[config.mk]
export PLATFORM = sky130hd
export DESIGN_NAME = irq_arbiter8
export DESIGN_NICKNAME = d
export VERILOG_FILES = /design/src/rtl/irq_arbiter8.sv
export SDC_FILE = /design/constraint.sdc
export NUM_CORES = 1
export LEC_CHECK = 0
export BUFFER_PORTS_ARGS = -buffer_cell sky130_fd_sc_hd__buf_4
export CORE_UTILIZATION = 38
export CTS_CLUSTER_DIAMETER = 40
export CTS_CLUSTER_SIZE = 40
export DETAILED_ROUTE_END_ITERATION = 7
export SYNTH_ARGS = -nofsm -noshare
export SYNTH_HDL_FRONTEND = slang
export SYNTH_SLANG_ARGS = --single-unit
export TNS_END_PERCENT = 1
[constraint.sdc]
create_clock -name clk -period 4.4 [get_ports clk]
set_clock_uncertainty 0.05 [all_clocks]
set_input_delay 0.22 -clock clk [delete_from_list [all_inputs] [get_ports clk]]
set_output_delay 0.22 -clock clk [all_outputs]
set_load 0.1 [all_outputs]
[src/rtl/irq_arbiter8.sv]
module irq_arbiter8 #(
  parameter int N = 8
) (
  input  logic                 clk,
  input  logic                 rst_n,
  input  logic [N-1:0]         irq_in,
  input  logic                 cfg_level,
  input  logic                 cfg_auto_eoi,
  input  logic [7:0]           cfg_base,
  input  logic                 mask_wr,
  input  logic [N-1:0]         mask_data,
  input  logic                 cmd_wr,
  input  logic                 cmd_eoi,
  input  logic                 cmd_sel,
  input  logic                 cmd_rot,
  input  logic [$clog2(N)-1:0] cmd_lvl,
  input  logic                 smm_wr,
  input  logic                 smm_en,
  input  logic                 poll_wr,
  input  logic                 ack,
  output logic                 irq_out,
  output logic [7:0]           dout,
  output logic                 dout_valid,
  output logic [N-1:0]         irr,
  output logic [N-1:0]         isr
);
  localparam int LW = $clog2(N);

  logic [N-1:0]  line_q, mask_q;
  logic [LW-1:0] lowest_q;
  logic          smm_q, poll_q;

  logic [N-1:0]  cand;
  logic [LW-1:0] win, isr_top;
  logic [LW:0]   win_rank, isr_rank;
  logic          take;
  logic [N-1:0]  take_bit, eoi_clr;

  assign cand = smm_q ? (irr & ~mask_q & ~isr) : (irr & ~mask_q);

  always_comb begin
    logic [LW-1:0] idx;
    win      = '0;
    isr_top  = '0;
    win_rank = (LW+1)'(N);
    isr_rank = (LW+1)'(N);
    for (int k = N - 1; k >= 0; k--) begin
      idx = lowest_q + LW'(1) + LW'(k);
      if (cand[idx]) begin
        win      = idx;
        win_rank = (LW+1)'(k);
      end
      if (isr[idx]) begin
        isr_top  = idx;
        isr_rank = (LW+1)'(k);
      end
    end
  end

  assign irq_out  = (cand != '0) && (smm_q || win_rank < isr_rank);
  assign take     = ack && irq_out;
  assign take_bit = take ? (N'(1) << win) : '0;

  always_comb begin
    eoi_clr = '0;
    if (cmd_wr && cmd_eoi) begin
      if (cmd_sel)        eoi_clr = N'(1) << cmd_lvl;
      else if (isr != '0) eoi_clr = N'(1) << isr_top;
    end
  end

  always_ff @(posedge clk or negedge rst_n) begin
    if (!rst_n) begin
      line_q     <= '0;
      irr        <= '0;
      isr        <= '0;
      mask_q     <= '0;
      lowest_q   <= '1;
      smm_q      <= 1'b0;
      poll_q     <= 1'b0;
      dout       <= '0;
      dout_valid <= 1'b0;
    end else begin
      line_q <= irq_in;
      irr    <= cfg_level ? irq_in : ((irr & ~take_bit) | (irq_in & ~line_q));
      isr    <= (isr & ~eoi_clr) | (cfg_auto_eoi ? '0 : take_bit);
      if (mask_wr) mask_q <= mask_data;
      if (smm_wr)  smm_q  <= smm_en;
      if (cmd_wr && cmd_rot) begin
        if (cmd_sel)                    lowest_q <= cmd_lvl;
        else if (cmd_eoi && isr != '0)  lowest_q <= isr_top;
      end
      poll_q     <= poll_wr | (poll_q & ~ack);
      dout_valid <= ack;
      if (ack) begin
        if (poll_q)       dout <= {irq_out, (7-LW)'(0), irq_out ? win : LW'(0)};
        else if (irq_out) dout <= {cfg_base[7:LW], win};
        else              dout <= {cfg_base[7:LW], {LW{1'b1}}};
      end
    end
  end
endmodule

# Word level (Yosys, flattened, before mapping)
# Index checks and enable logic that the tools add are counted.
# classes
addsub,8
n_lt_le_gt_ge,9
n_shift,3
muxes,76
n_bitwise,15
n_reduce_logical,10
# ops
op,count
4-bit 2-to-1 mux,16
8-bit 2-to-1 mux,8
3-bit 2-to-1 mux,20
1-bit binary-select mux with 3-bit select,16
8-bit AND,5
8-bit inverter,5
"3-bit by 4-bit less-than comparator with 1-bit output, second input constant",8
"1-bit by 3-bit left shift with 8-bit output, first input constant",3
1-bit 2-to-1 mux,16
8-bit bitwise OR,2
8-bit nonzero test,2
"3-bit adder, second input constant",4
"3-bit by 1-bit adder with 3-bit output, second input constant",2
"3-bit by 2-bit adder with 3-bit output, second input constant",2
1-bit logical AND,5
4-bit less-than comparator,1
2-bit AND reduction,1
2-bit nonzero test,1
1-bit AND,1
1-bit logical OR,1
1-bit inverter,1
1-bit bitwise OR,1
# totals
ff_bits,46
in_bits,40
output_inout_bits,26
word_cells,130

# Longest topological paths before layout
# logic_depth
word_depth,23
mapped_depth,20
mapped_depth_nobuf,15

# Worst setup path after synthesis
# OpenSTA, ideal clock, no wires.
# synth_path
path_kind,register to output
from,reg lowest_q[0]
to,out irq_out
t_arrival_ns,4.529
t_required_ns,4.130
path_slack_ns,-0.399
path_stages_with_launch,17
n_path_buf,4
cell_sequence,dfstp_2 buf_2 inv_1 buf_2 ha_1 buf_6 buf_6 mux2_1 mux4_2 nor4b_1 nand2_1 ha_1 a21o_1 a21oi_1 o22a_1 nand2_1 inv_1
# synth_via
elab_chain_cells,15
word_cells_on_any_way,59
cone_classes,add/sub: 8; order compare: 1; mux: 48; reduce/logical: 2
# synth_rtl
item,line_no,rtl
start: declaration,30,logic [LW-1:0] lowest_q;
start signal: assignment,90,if (cmd_sel) lowest_q <= cmd_lvl;
start signal: assignment,91,else if (cmd_eoi && isr != '0) lowest_q <= isr_top;
3-bit by 1-bit adder with 3-bit output *,48,idx = lowest_q + LW'(1) + LW'(k);
3-bit adder,48,
"1-bit binary-select mux with 3-bit select, on equally long branches","49, 53",
"1-bit 2-to-1 mux, on equally long branches","49, 53",
"4-bit 2-to-1 mux, on equally long branches (8 in series)","49, 53",
4-bit less-than comparator *,60,assign irq_out = (cand != '0) && (smm_q || win_rank < isr_rank);
1-bit logical OR *,60,
1-bit logical AND *,60,
end: declaration,21,"output logic irq_out,"
# Every way passes the cells marked *; elsewhere a longest branch is shown, timed or not. The select of a mux whose other input is x is not followed.

# Worst setup path after layout
# Ends and elaborated chain as after synthesis.

==> summary.md <==
| Metric | Value |
|---|---|
| Skew-Pair Late Insertion Delay | ~0.3 ns |
| Final setup viols | 0 |
| Most Frequent Cell on Critical Path | nor3_2 |
| Antenna Violating Nets Remaining | 0 |
| GR Overflow Total | 0 |
| Slowest stage cell, crit path | mux4_2 |
| Total track usage | 22.1% |
| Post-synth ARST share | 100% |
| Initial Util | 39.5% |
| Status | finished clean |
| Mean Syn Cell Area | just over 9 um2 |
| Fin. Hold Viols | 0 |
| Startpoint Class | flip-flop |
| FF-to-FF path depth | 15 |
| Number of I/O port buffers | 62 |
| Initial DRC Count | 344 |
| Count of pins over their slew limit | 0 |
| #FFs+latches synth | 46 |
| CTS tree | built |
| Critical path origin | lowest_q[0] |
| Vias/cell | ~6 |
| Mux contribution to synthesized area | 16.8% |
| Worst Setup End Kind | primary output |
| Drt total wl | approximately 13000 um |
| Netlist Area Pre-Place | just over 4000 um2 |
| Largest net degree at the start of global routing | 47 |
| Adder-cell share of the synthesized area | around 1.5% |
| Fillers | approximately 1.0k |
| Htree depth | 2 |
| Fmax | 236 MHz |
| Fraction of layout cells with a size suffix above 1 | 33.8% |
| Number of global-route vias before repair | roughly 3.8k |
| Antenna Cells | 0 |
| Max Root-Sink Buffers | 2 |
| Setup crit end | irq_out |
| Die X | approximately 110 um |
| Synth Area in XOR/XNOR | under 10% |
| First-pass GRT wire length | around 20000 um |
| Compound-Gate Fraction of Synth Area | approximately a quarter |
| Nets | 591 |
| Wire per inst | 18.4 um |
| Min Clock Period, post-route | ~4.2 ns |
| Clock Pin Slew Worst Setup and Hold Paths | roughly 0.090 ns |
| Kind of critical path | flip-flop to primary output |
| Required time worst endpoint | ~4.1 ns |
| CORE AREA | approximately 10000 um2 |
| Die Ht | ~110 um |
| Synth Flop Type | dfrtp_1 |
| CP arrival | slightly below 4 ns |
| R2R Path End | irr[5] |
| HP Class | input pin to flip-flop |
| Critical path peak fanout | 8 |
| Register area share after synthesis | 28.1% |
| Synth Area in Simple Gates | about 23% |
| Reg-to-reg slack, setup | 0.23 ns |
| Initial antenna violation count | 0 |
| Slew margin rel. | ~53% |
| Reg2reg start | lowest_q[0] |
| Synth Instances | roughly 450 |
| Synth warnings | 0 |
| DRC | 0 |
| Min Hold Slack | around 0.04 ns |
| Synthesized Nets | 496 |
| DRT Pass-1 Iters | 5 |
| Part of the cycle the worst path needs | 96.4% |
| Area delta synth->final | 27.2% |
| Row cnt | 37 |
| HP Start | poll_wr |
| Via count | slightly above 4k |
| CTS Buf Count | 5 |
| HPWL Detailed | between 9000 and 10000 um |
| I/O pin cnt | 66 |
| Total Neg Setup Slack | 0 ns |
| Largest family of logic cells by synthesized area | compound AO/OA/AOI/OAI gates |
| CTS Root Cell | clkbuf_8 |
| Critical path cell sequence | inv_1 -> ha_4 -> buf_4 -> mux4_2 -> nor3_2 -> nor3_2 -> nor4b_4 -> nand2_1 -> ha_1 -> a21o_1 -> a21oi_1 -> o22a_2 -> nand2_2 -> clkinvlp_4 -> buf_12 |
| Clock sink total | 46 |
| EDFF count, synth | 0 |
| RePlAce Congestion | a little under 0.9 |
| PnR worst setup slack | 0.159 ns |
| CP peak stage delay | 0.57 ns |
| Worst-margin pin slew | 0.706 ns |
| Max-cap violations | 0 |
| Dpl ws | ~0.11 ns |
| Yosys cell types | 76 |
| Die Area | 11200 um2 |
critical path, delay by kind of cell (launching register included):
kind                     cells  cell delay, ns
buffers and inverters        4            0.50
multiplexers                 1            0.57
AO/OA/AOI/OAI                3            0.55
flip-flops                   1            0.54
adder cells (fa/ha/maj)      2            0.62
AND/OR/NAND/NOR              5            0.87
sequential cells by signal, indices dropped and copies added (netlist names):
register / count
mask_q: 8
smm_q: 1
dout: 8
lowest_q: 3
dout_valid: 1
poll_q: 1
line_q: 8
irr: 8
isr: 8
per-layer routing:
metal  global-route usage, %  wire, um  vias up
met5                       0         0        -
met4                    7.14       297        0
met3                    2.64       792       24
met2                    35.6      5910      169
met1                    30.8      5590     2018
li1                        -         -     1933
through the flow:
stage,cell area [um2],std cells,utilization [%]
after floorplan,4140,451,-
after global placement,4790,647,46.0
after detailed placement,4790,647,46.0
after CTS,5030,669,48.3
after global routing,5230,683,50.2
final,5230,683,50.2
cell usage after synthesis, types with 5 or more instances:
master	n	area share (%)
a21boi_0	8	1.5
a21o_1	5	0.91
a21oi_1	20	2.4
a22oi_1	5	0.91
a31oi_1	11	1.7
and2_1	11	1.7
and3_1	7	1.1
buf_2	6	0.73
clkbuf_1	10	0.91
dfrtp_1	43	26
ha_1	5	1.5
inv_1	13	1.2
mux2_2	20	5.5
mux2i_1	14	3.4
mux4_2	14	7.7
nand2_1	37	3.4
nand2b_1	11	1.7
nand3_1	27	3.3
nor2_1	26	2.4
nor2b_1	14	2.1
nor3_1	13	1.6
o21ai_0	20	2.4
o221ai_1	9	1.9
o31ai_1	10	1.8
layout by cell type (no fill, tap or decap), types with 7 or more instances in the layout:
| cell | synthesis | layout |
|---|---|---|
| o221ai_1 | 9 | 9 |
| a21boi_0 | 8 | 8 |
| mux2_2 | 20 | 21 |
| mux4_2 | 14 | 14 |
| a31oi_1 | 11 | 11 |
| o21ai_0 | 20 | 20 |
| nor2b_1 | 14 | 13 |
| nor2_1 | 26 | 26 |
| buf_4 | 1 | 96 |
| nand3_1 | 27 | 24 |
| dlygate4sd3_1 | 0 | 9 |
| and3_1 | 7 | 7 |
| a21oi_1 | 20 | 20 |
| dfrtp_1 | 43 | 43 |
| nor3_1 | 13 | 10 |
| and2_1 | 11 | 10 |
| inv_1 | 13 | 12 |
| nand2_1 | 37 | 36 |
| mux2i_1 | 14 | 13 |
| nand2b_1 | 11 | 10 |
| o31ai_1 | 10 | 10 |
worst min-delay path by stage:
stage          endpoint  slack, ns  cells after the start
6_report         poll_q       0.04                      2
2_1_floorplan   dout[0]      -0.13                      0
3_3_place_gp    dout[3]       0.21                      1
5_1_grt          poll_q       0.05                      2
4_1_cts          poll_q       0.04                      2
3_5_place_dp    dout[3]       0.22                      1
logic make-up (layout without fill, tap and decap cells):
kind of cell,Yosys count,count (layout)
flip-flops,46,46
AND/OR/NAND/NOR,177,177
AO/OA/AOI/OAI,133,133
XOR/XNOR,5,5
buffers and inverters,36,132
adder cells (fa/ha/maj),5,5
multiplexers,49,49
final cells by class:
class | count | area [um2] | area share [%]
inverter | 15 | 62.6 | 1.20
multi-input combinational | 369 | 2890 | 55.2
tap | 136 | 170 | 3.25
sequential | 46 | 1150 | 22.1
clock buffer | 5 | 68.8 | 1.32
clock inverter | 3 | 27.5 | 0.526
timing repair buffer | 109 | 858 | 16.4
timing repair:
item	4_1_cts	5_1_grt
cloned	0	0
endpoints found under the setup margin	1	1
hold buffers	9	0
pin swaps	1	6
gates resized for setup	4	23
setup buffers	5	14
endpoints found under the hold margin	51	0
Power is not shown: default switching activity piles up to over one toggle a cycle in this logic, so the estimate is an artifact.
